==> config.mk <==
export PLATFORM = sky130hd
export DESIGN_NAME = sram_async_ctrl
export DESIGN_NICKNAME = d
export VERILOG_FILES = /design/src/rtl/sram_ctrl_pkg.sv /design/src/rtl/sram_wait_timer.sv /design/src/rtl/sram_rd_capture.sv /design/src/rtl/sram_async_ctrl.sv
export SDC_FILE = /design/constraint.sdc
export NUM_CORES = 1
export LEC_CHECK = 0
export ABC_CLOCK_PERIOD_IN_PS = 2900
export BUFFER_PORTS_ARGS = -buffer_cell sky130_fd_sc_hd__buf_2
export CAP_MARGIN = 10
export CORE_UTILIZATION = 29
export DETAILED_ROUTE_END_ITERATION = 6
export PLACE_DENSITY_LB_ADDON = 0.2
export SYNTH_ARGS = -nofsm -noshare
export SYNTH_HDL_FRONTEND = slang
export SYNTH_SLANG_ARGS = --single-unit
==> constraint.sdc <==
create_clock -name clk -period 2.9 [get_ports clk]
set_input_delay 0.58 -clock clk [delete_from_list [all_inputs] [get_ports clk]]
set_output_delay 0.58 -clock clk [all_outputs]
set_load 0.01 [all_outputs]
==> src/rtl/sram_ctrl_pkg.sv <==
package sram_ctrl_pkg;

    typedef enum logic [2:0] {
        ST_IDLE,
        ST_TURN,
        ST_WSETUP,
        ST_WPULSE,
        ST_WHOLD,
        ST_RACCESS,
        ST_RDONE
    } ctrl_state_e;

    function automatic int unsigned ns_to_cyc(input int unsigned ns, input int unsigned clk_ns);
        int unsigned c;
        c = (ns + clk_ns - 1) / clk_ns;
        return (c == 0) ? 1 : c;
    endfunction

    function automatic int unsigned max3(input int unsigned a, input int unsigned b, input int unsigned c);
        int unsigned m;
        m = (a > b) ? a : b;
        return (m > c) ? m : c;
    endfunction

endpackage

==> src/rtl/sram_wait_timer.sv <==
module sram_wait_timer #(
    parameter int CNT_W = 4
) (
    input  logic             clk,
    input  logic             rst_n,
    input  logic             load,
    input  logic [CNT_W-1:0] load_val,
    output logic             expired
);

    logic [CNT_W-1:0] cnt_q;

    always_ff @(posedge clk) begin
        if (!rst_n) begin
            cnt_q <= '0;
        end else if (load) begin
            cnt_q <= load_val;
        end else if (cnt_q != '0) begin
            cnt_q <= cnt_q - 1'b1;
        end
    end

    assign expired = (cnt_q == '0);

endmodule

==> src/rtl/sram_rd_capture.sv <==
module sram_rd_capture #(
    parameter int DATA_W = 8
) (
    input  logic              clk,
    input  logic              rst_n,
    input  logic              capture,
    input  logic [DATA_W-1:0] dq_in,
    output logic [DATA_W-1:0] rdata
);

    always_ff @(posedge clk) begin
        if (!rst_n) begin
            rdata <= '0;
        end else if (capture) begin
            rdata <= dq_in;
        end
    end

endmodule

==> src/rtl/sram_async_ctrl.sv <==
module sram_async_ctrl
    import sram_ctrl_pkg::*;
#(
    parameter int ADDR_W  = 17,
    parameter int DATA_W  = 8,
    parameter int CLK_NS  = 8,
    parameter int T_WP_NS = 8,
    parameter int T_AW_NS = 8,
    parameter int T_DS_NS = 6,
    parameter int T_AA_NS = 10,
    parameter int T_OE_NS = 5,
    parameter int T_RC_NS = 10
) (
    input  logic              clk,
    input  logic              rst_n,
    input  logic              req_valid,
    output logic              req_ready,
    input  logic              req_write,
    input  logic [ADDR_W-1:0] req_addr,
    input  logic [DATA_W-1:0] req_wdata,
    output logic              rsp_valid,
    output logic [DATA_W-1:0] rsp_rdata,
    output logic [ADDR_W-1:0] mem_addr,
    output logic              mem_ce_n,
    output logic              mem_oe_n,
    output logic              mem_we_n,
    output logic [DATA_W-1:0] mem_dq_out,
    output logic              mem_dq_oe,
    input  logic [DATA_W-1:0] mem_dq_in
);

    localparam int unsigned WP_CYC = ns_to_cyc(max3(T_WP_NS, T_AW_NS, T_DS_NS), CLK_NS);
    localparam int unsigned RD_CYC = ns_to_cyc(max3(T_AA_NS, T_OE_NS, T_RC_NS), CLK_NS);
    localparam int unsigned MAX_CYC = (WP_CYC > RD_CYC) ? WP_CYC : RD_CYC;
    localparam int CNT_W = $clog2(MAX_CYC + 1);
    localparam logic [CNT_W-1:0] WP_LOAD = CNT_W'(WP_CYC - 1);
    localparam logic [CNT_W-1:0] RD_LOAD = CNT_W'(RD_CYC - 1);

    ctrl_state_e state_q, state_d;
    logic        accept;
    logic        wr_q;
    logic        last_vld_q, last_wr_q;
    logic        need_turn;
    logic        tmr_load, tmr_expired;
    logic [CNT_W-1:0] tmr_val;
    logic        capture;

    assign accept    = req_valid && req_ready;
    assign need_turn = last_vld_q && (last_wr_q != req_write);

    // next-state logic
    always_comb begin
        state_d = state_q;
        unique case (state_q)
            ST_IDLE: begin
                if (accept) begin
                    if (need_turn)      state_d = ST_TURN;
                    else if (req_write) state_d = ST_WSETUP;
                    else                state_d = ST_RACCESS;
                end
            end
            ST_TURN:    state_d = wr_q ? ST_WSETUP : ST_RACCESS;
            ST_WSETUP:  state_d = ST_WPULSE;
            ST_WPULSE:  state_d = tmr_expired ? ST_WHOLD : ST_WPULSE;
            ST_WHOLD:   state_d = ST_IDLE;
            ST_RACCESS: state_d = tmr_expired ? ST_RDONE : ST_RACCESS;
            ST_RDONE:   state_d = ST_IDLE;
            default:    state_d = ST_IDLE;
        endcase
    end

    // state register
    always_ff @(posedge clk) begin
        if (!rst_n) state_q <= ST_IDLE;
        else        state_q <= state_d;
    end

    // registered pin and handshake outputs, decoded from the next state
    always_ff @(posedge clk) begin
        if (!rst_n) begin
            mem_ce_n  <= 1'b1;
            mem_we_n  <= 1'b1;
            mem_oe_n  <= 1'b1;
            mem_dq_oe <= 1'b0;
            req_ready <= 1'b1;
            rsp_valid <= 1'b0;
        end else begin
            mem_ce_n  <= !(state_d inside {ST_WSETUP, ST_WPULSE, ST_WHOLD, ST_RACCESS});
            mem_we_n  <= (state_d != ST_WPULSE);
            mem_oe_n  <= (state_d != ST_RACCESS);
            mem_dq_oe <= (state_d inside {ST_WPULSE, ST_WHOLD});
            req_ready <= (state_d == ST_IDLE);
            rsp_valid <= (state_d == ST_RDONE);
        end
    end

    // request latch and direction history
    always_ff @(posedge clk) begin
        if (!rst_n) begin
            mem_addr   <= '0;
            mem_dq_out <= '0;
            wr_q       <= 1'b0;
            last_vld_q <= 1'b0;
            last_wr_q  <= 1'b0;
        end else if (accept) begin
            mem_addr   <= req_addr;
            wr_q       <= req_write;
            last_vld_q <= 1'b1;
            last_wr_q  <= req_write;
            if (req_write) mem_dq_out <= req_wdata;
        end
    end

    assign tmr_load = ((state_d == ST_WPULSE) && (state_q != ST_WPULSE)) ||
                      ((state_d == ST_RACCESS) && (state_q != ST_RACCESS));
    assign tmr_val  = (state_d == ST_WPULSE) ? WP_LOAD : RD_LOAD;
    assign capture  = (state_q == ST_RACCESS) && tmr_expired;

    sram_wait_timer #(.CNT_W(CNT_W)) u_timer (
        .clk      (clk),
        .rst_n    (rst_n),
        .load     (tmr_load),
        .load_val (tmr_val),
        .expired  (tmr_expired)
    );

    sram_rd_capture #(.DATA_W(DATA_W)) u_capture (
        .clk     (clk),
        .rst_n   (rst_n),
        .capture (capture),
        .dq_in   (mem_dq_in),
        .rdata   (rsp_rdata)
    );

endmodule

After elaboration in Yosys (flattened, before gate mapping)
Index checks and enable logic that the tools add are counted.

storage, ports and cells
  bits of input ports = 37
  output and inout port bits = 39
  logic and storage cells = 53
  bits in registers = 46

operators by class
  eq/ne operators = 14
  muxes and demuxes = 10
  add/subtract/negate cells = 1
  reduce and logical (&&, ||, !) cells = 15

operators by type and width
  operator                                           count
  two-way mux 3 bit                                  5
  case mux 3 bit (5 select lines)                    1
  == test 3 x 2 -> 1 bit (second input constant)     4
  == test 3 bit (second input constant)              4
  zero test 3 bit                                    2
  two-way mux 2 bit                                  3
  != test 3 x 2 -> 1 bit (second input constant)     2
  != test 3 bit (second input constant)              2
  nonzero test 2 bit                                 3
  logical AND 1 bit                                  5
  nonzero test 4 bit                                 1
  == test 3 x 1 -> 1 bit (second input constant)     1
  zero test 2 bit                                    1
  AND reduction 2 bit                                1
  subtractor 2 x 1 -> 2 bit (second input constant)  1
  zero test 1 bit                                    1
  logical OR 1 bit                                   1
  two-way mux 1 bit                                  1
  != test 1 bit                                      1

Depth between registers and ports, before layout
  depth in word-level cells = 9
  mapped depth = 8
  gate-level depth less buffers = 7

Modules after synthesis
From an unflattened synthesis, not the netlist that was laid out.

unflattened totals
  cell total of the unflattened synthesis = 204
  area, all modules = 1836.8 µm²

modules (own cells, without submodules)
  module           times used  cells each  sequential area each (µm²)  area an instance (µm²)
  sram_async_ctrl  1           166         720.7                       1411.4
  sram_rd_capture  1           25          160.2                       301.5
  sram_wait_timer  1           13          40.0                        123.9

Worst setup path after synthesis
OpenSTA, ideal clock, no wires.

  path kind = register to register
  start = register u_timer.cnt_q[0]
  end = register u_timer.cnt_q[1]
  setup time = 0.141 ns
  slack = 1.331 ns
  arrival time = 1.428 ns
  path buffers = 1
  cell stages (with the launch flop) = 9
  data required time = 2.759 ns
  period minus slack after synthesis = 1.569 ns
  cell sequence = dfxtp_1 -> inv_1 -> ha_1 -> buf_2 -> and4b_4 -> a21oi_4 -> o41a_4 -> mux2i_1 -> a211oi_2

on the way
  longest elaborated chain between the ends = 7
  elaborated cells between the ends (all ways) = 14
  those cells by class = add/sub: 1; eq/ne: 2; mux: 5; reduce/logical: 6

ends and longest elaborated chain
  what                                                            RTL line                                        source
  start, declared                                                 sram_wait_timer.sv:11                           logic [CNT_W-1:0] cnt_q;
  start signal, assigned                                          sram_wait_timer.sv:17                           cnt_q <= load_val;
  start signal, assigned                                          sram_wait_timer.sv:19                           cnt_q <= cnt_q - 1'b1;
  zero test 2 bit                                                 sram_wait_timer.sv:23                           assign expired = (cnt_q == '0);
  two-way mux 2 bit / two-way mux 3 bit (equally long branches)   sram_async_ctrl.sv:66, sram_async_ctrl.sv:64
  case mux 3 bit (5 select lines)                                 sram_async_ctrl.sv:54                           unique case (state_q)
  == test 3 x 2 -> 1 bit / == test 3 bit (equally long branches)  sram_async_ctrl.sv:114, sram_async_ctrl.sv:115
  logical AND 1 bit (on tied branches)                            sram_async_ctrl.sv:114, sram_async_ctrl.sv:115
  logical OR 1 bit                                                sram_async_ctrl.sv:114                          assign tmr_load = ((state_d == ST_WPULSE) && (state_q != ST_WPULSE)) ||
  two-way mux 2 bit / nonzero test 2 bit (equally long branches)  -

Several ways; a longest one is shown, not always the timed one. The select of a mux whose other input is x is not followed.
A chain may end at the register's enable or synchronous reset.

Worst setup path in the final report
Same ends and word-level chain as after synthesis.

==> impl_metrics.prom <==
# TYPE chip_impl_metric gauge
chip_impl_metric{name="yosysUniqueCellTypes",unit=""} 31
chip_impl_metric{name="grt_max_degree",unit=""} 41
chip_impl_metric{name="synth_top_cell_area_share",unit="%"} 52.3
chip_impl_info{name="hold-path-endpoint",value="mem_addr[14]"} 1
chip_impl_info{name="reg2reg_to",value="u_timer.cnt_q[1]"} 1
chip_impl_metric{name="ctsResizeCount",unit=""} 0
chip_impl_metric{name="hold_depth",unit=""} 2
chip_impl_metric{name="floorplan.die_area",unit="mm2"} 0.00638
chip_impl_metric{name="detailedRoute.firstIterationViolations",unit=""} 72
chip_impl_metric{name="synth-xor-area-share",unit="%"} 0.498
chip_impl_metric{name="final_period_minus_worst_setup_slack",unit="ps"} 1690
chip_impl_metric{name="clock_tree.buffer_depth",unit=""} 2
chip_impl_metric{name="pwr_density_cell",unit="mW/mm2"} 803
chip_impl_info{name="clock_tree_root_driver_cell",value="sky130_fd_sc_hd__clkbuf_8"} 1
chip_impl_metric{name="worst_path_largest_cell_delay",unit="ps"} 360
chip_impl_metric{name="crit_required",unit="ps"} 3060
chip_impl_metric{name="timing.fmax",unit="MHz"} 591
chip_impl_metric{name="remaining_antenna_violation_count_after_routing",unit=""} 0
chip_impl_metric{name="setup_total_neg_slack",unit="ps"} 0
chip_impl_metric{name="timing.critical_path.fanout_max",unit=""} 8
chip_impl_metric{name="areaGrowthSynthToFinish",unit="%"} 30.9
chip_impl_metric{name="post_drt_via_cell_ratio",unit=""} 4.42
chip_impl_metric{name="nets",unit=""} 327
chip_impl_info{name="hold_class",value="reg2reg"} 1
chip_impl_metric{name="synth_compound_gate_area_share",unit="%"} 16.4
chip_impl_metric{name="maxSlewHeadroom",unit="%"} 61.2
chip_impl_metric{name="dp_hpwl",unit="um"} 2990
chip_impl_metric{name="finalSetupViolations",unit=""} 0
chip_impl_metric{name="cp_data_arrival_time",unit="ps"} 1850
chip_impl_metric{name="routed_wl",unit="um"} 4230
chip_impl_info{name="crit_chain",value="inv_1 > ha_1 > and4b_4 > a21oi_4 > o41a_4 > mux2i_1 > a211oi_2"} 1
chip_impl_metric{name="ys_warn_count",unit=""} 0
chip_impl_metric{name="globalRouteOverflowTotal",unit=""} 0
chip_impl_metric{name="per_cell_routed_wire_length",unit="um"} 11.6
chip_impl_metric{name="die_w",unit="um"} 79.9
chip_impl_metric{name="syn_nets",unit=""} 253
chip_impl_metric{name="worst-path-buf-inv",unit=""} 1
chip_impl_metric{name="grt_pass1_vias",unit=""} 1431
chip_impl_info{name="setup.worst_path.start",value="u_timer.cnt_q[0]"} 1
chip_impl_metric{name="cts_htree_levels",unit=""} 2
chip_impl_metric{name="clock-skew-final",unit="ps"} 4.56
chip_impl_metric{name="post_synth_inst_count",unit=""} 215
chip_impl_metric{name="cts.sinks",unit=""} 46
chip_impl_metric{name="port_buffers",unit=""} 75
chip_impl_metric{name="multiplexer_share_of_the_synthesized_area",unit="%"} 0.569
chip_impl_metric{name="final-max-slew-violation-count",unit=""} 0
chip_impl_metric{name="power_leakage",unit="uW"} 0.00104
chip_impl_metric{name="die_y",unit="um"} 79.9
chip_impl_metric{name="tritoncts.num_buffers",unit=""} 5
chip_impl_metric{name="final.hold.worst_slack",unit="ps"} 456
chip_impl_info{name="synth_top_family_by_area",value="simple AND/OR/NAND/NOR gates"} 1
chip_impl_info{name="holdCritStartpoint",value="mem_addr[14]"} 1
chip_impl_metric{name="tightest_slew",unit="ps"} 580
chip_impl_metric{name="n_antenna_cell",unit=""} 0
chip_impl_metric{name="clk_transition_reported_paths",unit="ps"} 80
chip_impl_metric{name="async_flop_share",unit="%"} 0
chip_impl_metric{name="finalHoldViolCount",unit=""} 0
chip_impl_info{name="setup.worst_path.start_class",value="flop"} 1
chip_impl_metric{name="synth_edf_count",unit=""} 0
chip_impl_info{name="synth.top_cells.by_area",value="sky130_fd_sc_hd__dfxtp_1 52%, sky130_fd_sc_hd__nand2_1 17%, sky130_fd_sc_hd__a21oi_1 10%"} 1
chip_impl_info{name="cts_tree",value="yes"} 1
chip_impl_metric{name="grt_first_pass_wirelength",unit="um"} 6640
chip_impl_info{name="synth-main-ff-cell",value="sky130_fd_sc_hd__dfxtp_1"} 1
chip_impl_metric{name="start_util",unit="%"} 29.9
chip_impl_metric{name="placeable_core_region",unit="mm2"} 0.00589
chip_impl_metric{name="synthesis.area",unit="mm2"} 0.00176
chip_impl_metric{name="num_io_pins",unit=""} 76
chip_impl_info{name="synth_most_common_cell",value="sky130_fd_sc_hd__nand2_1"} 1
chip_impl_info{name="run_status",value="completed"} 1
chip_impl_metric{name="count_of_hold_fix_buffers_inserted_at_cts",unit=""} 0
chip_impl_metric{name="number_of_antenna_violations_at_the_first_check_in_global_routing",unit=""} 0
chip_impl_metric{name="simple_gate_share_of_the_synthesized_area",unit="%"} 25.0
chip_impl_info{name="synth.top_cells.by_count",value="78 x sky130_fd_sc_hd__nand2_1, 46 x sky130_fd_sc_hd__dfxtp_1, 36 x sky130_fd_sc_hd__a21oi_1"} 1
chip_impl_metric{name="rrSetupSlack",unit="ps"} 1210
chip_impl_metric{name="min_period_over_period",unit="%"} 58.4
chip_impl_info{name="critical_path.reg2reg.startpoint",value="u_timer.cnt_q[0]"} 1
chip_impl_metric{name="ys_seq_elements",unit=""} 46
chip_impl_metric{name="drcViolationCount",unit=""} 0
chip_impl_metric{name="post-cts-setup-buffers",unit=""} 0
chip_impl_metric{name="clkLatencyLatePin",unit="ps"} 290
chip_impl_info{name="netlist.top_cell.by_area",value="sky130_fd_sc_hd__dfxtp_1"} 1
chip_impl_metric{name="cap_violations",unit=""} 0
chip_impl_info{name="worstSetupPathType",value="reg2reg"} 1
chip_impl_metric{name="rows",unit=""} 28
chip_impl_metric{name="via_count",unit=""} 1615
chip_impl_metric{name="post_synth_fa_ha_maj_area_fraction",unit="%"} 0.711
chip_impl_metric{name="timing.reg2reg.worst_path_depth",unit=""} 7
chip_impl_metric{name="gp_routability_congestion",unit=""} 0.846
chip_impl_metric{name="drive_above_1_share",unit="%"} 32.1
chip_impl_metric{name="total_power",unit="uW"} 1850
chip_impl_metric{name="syn-mean-instance-area",unit="um2"} 8.18
chip_impl_info{name="path_delay_family",value="compound AO/OA/AOI/OAI gates"} 1
chip_impl_info{name="rsz_0062_raised_after_global_routing",value="no"} 1
chip_impl_metric{name="drtPass1Iterations",unit=""} 4
chip_impl_info{name="crit_slowest_cell",value="sky130_fd_sc_hd__dfxtp_1"} 1
chip_impl_metric{name="ir_drop",unit="V"} 0.000267
chip_impl_metric{name="synth.yosys.seq_area_share",unit="%"} 52.3
chip_impl_info{name="endpoint_kind",value="flop"} 1
chip_impl_metric{name="gr-usage-all-layers",unit="%"} 13.5
## worst max-delay path by stage
stage | to | cells past startpoint
after floorplan | u_timer.cnt_q[1] | 8
after global placement | u_timer.cnt_q[1] | 5
after detailed placement | u_timer.cnt_q[1] | 5
after CTS | u_timer.cnt_q[1] | 7
after global routing | u_capture.rdata[2] | 6
final | u_timer.cnt_q[1] | 7
## area by class of cell
type | instances | area (um2)
repair buffers | 78 | 398
clock buffers | 7 | 76.3
multi-input cells | 152 | 761
well taps | 75 | 93.8
fillers | 643 | 3580
inverters | 6 | 22.5
flip-flops and latches | 46 | 921
clock inverters | 1 | 30.0
## routing by layer
metal / vias to the layer above / GRT usage (%) / part of all wire, %
li1: 848 / - / -
met1: 700 / 17.0 / 49
met2: 59 / 22.1 / 42
met3: 8 / 3.31 / 7.1
met4: 0 / 5.54 / 1.7
met5: - / 0 / 0
## registers in the layout, summed over array words and instances, names as in the netlist
register	flops
last_vld_q	1
mem_dq_out	8
mem_we_n	1
mem_ce_n	1
req_ready	1
rsp_valid	1
state_q	3
mem_dq_oe	1
u_timer.cnt_q	2
mem_oe_n	1
mem_addr	17
u_capture.rdata	8
last_wr_q	1
## metrics by stage
step,worst slack [ps],util (%),instance area (um2),instances
finish,1210,39.1,2300,365
global route,1090,39.1,2300,365
CTS,1210,39.1,2300,365
detailed placement,973,37.3,2200,357
global placement,1000,37.3,2200,357
floorplan,1330,-,1760,215
## cell families after synthesis
| kind of cell | count (synthesis) |
|---|---|
| adders and majority gates | 1 |
| buffers and inverters | 17 |
| DFF | 46 |
| and+or+nand+nor | 102 |
| xor gates and xnor gates | 1 |
| muxes | 1 |
| AOI/OAI and AO/OA | 47 |
## worst min-delay path, delay by kind of cell (launching register included)
family	cells	cell delay, ps
AOI/OAI and AO/OA	1	50
DFF	1	310
and+or+nand+nor	1	50
## report_power, final
part / leakage, uW / internal, uW / total [uW] / switching [uW]
clock network: 0.0000524 / 258 / 459 / 201
logic: 0.000608 / 247 / 592 / 345
registers: 0.000376 / 727 / 798 / 71.4
## cells in the final DEF, fill, tap and decap left out, drive strengths merged
cell type  synthesis  final
ha                 1      1
and2b              1      1
bufinv             0      1
and3               1      1
clkbuf             4      7
a31oi              1      1
a311oi             1      1
buf                7     78
and2               3      3
a22oi              1      1
a211oi             1      1
o311ai             1      1
nand2b             1      1
o41a               1      1
nor2b              3      3
and4b              1      1
nand2             78     78
nor2               8      8
inv                6      6
nand4              1      1
o21ai              4      4
nor3               1      1
dfxtp             46     46
mux2i              1      1
a21oi             37     37
nand3              4      4
xnor2              1      1
(Power assumes the default switching activity.)
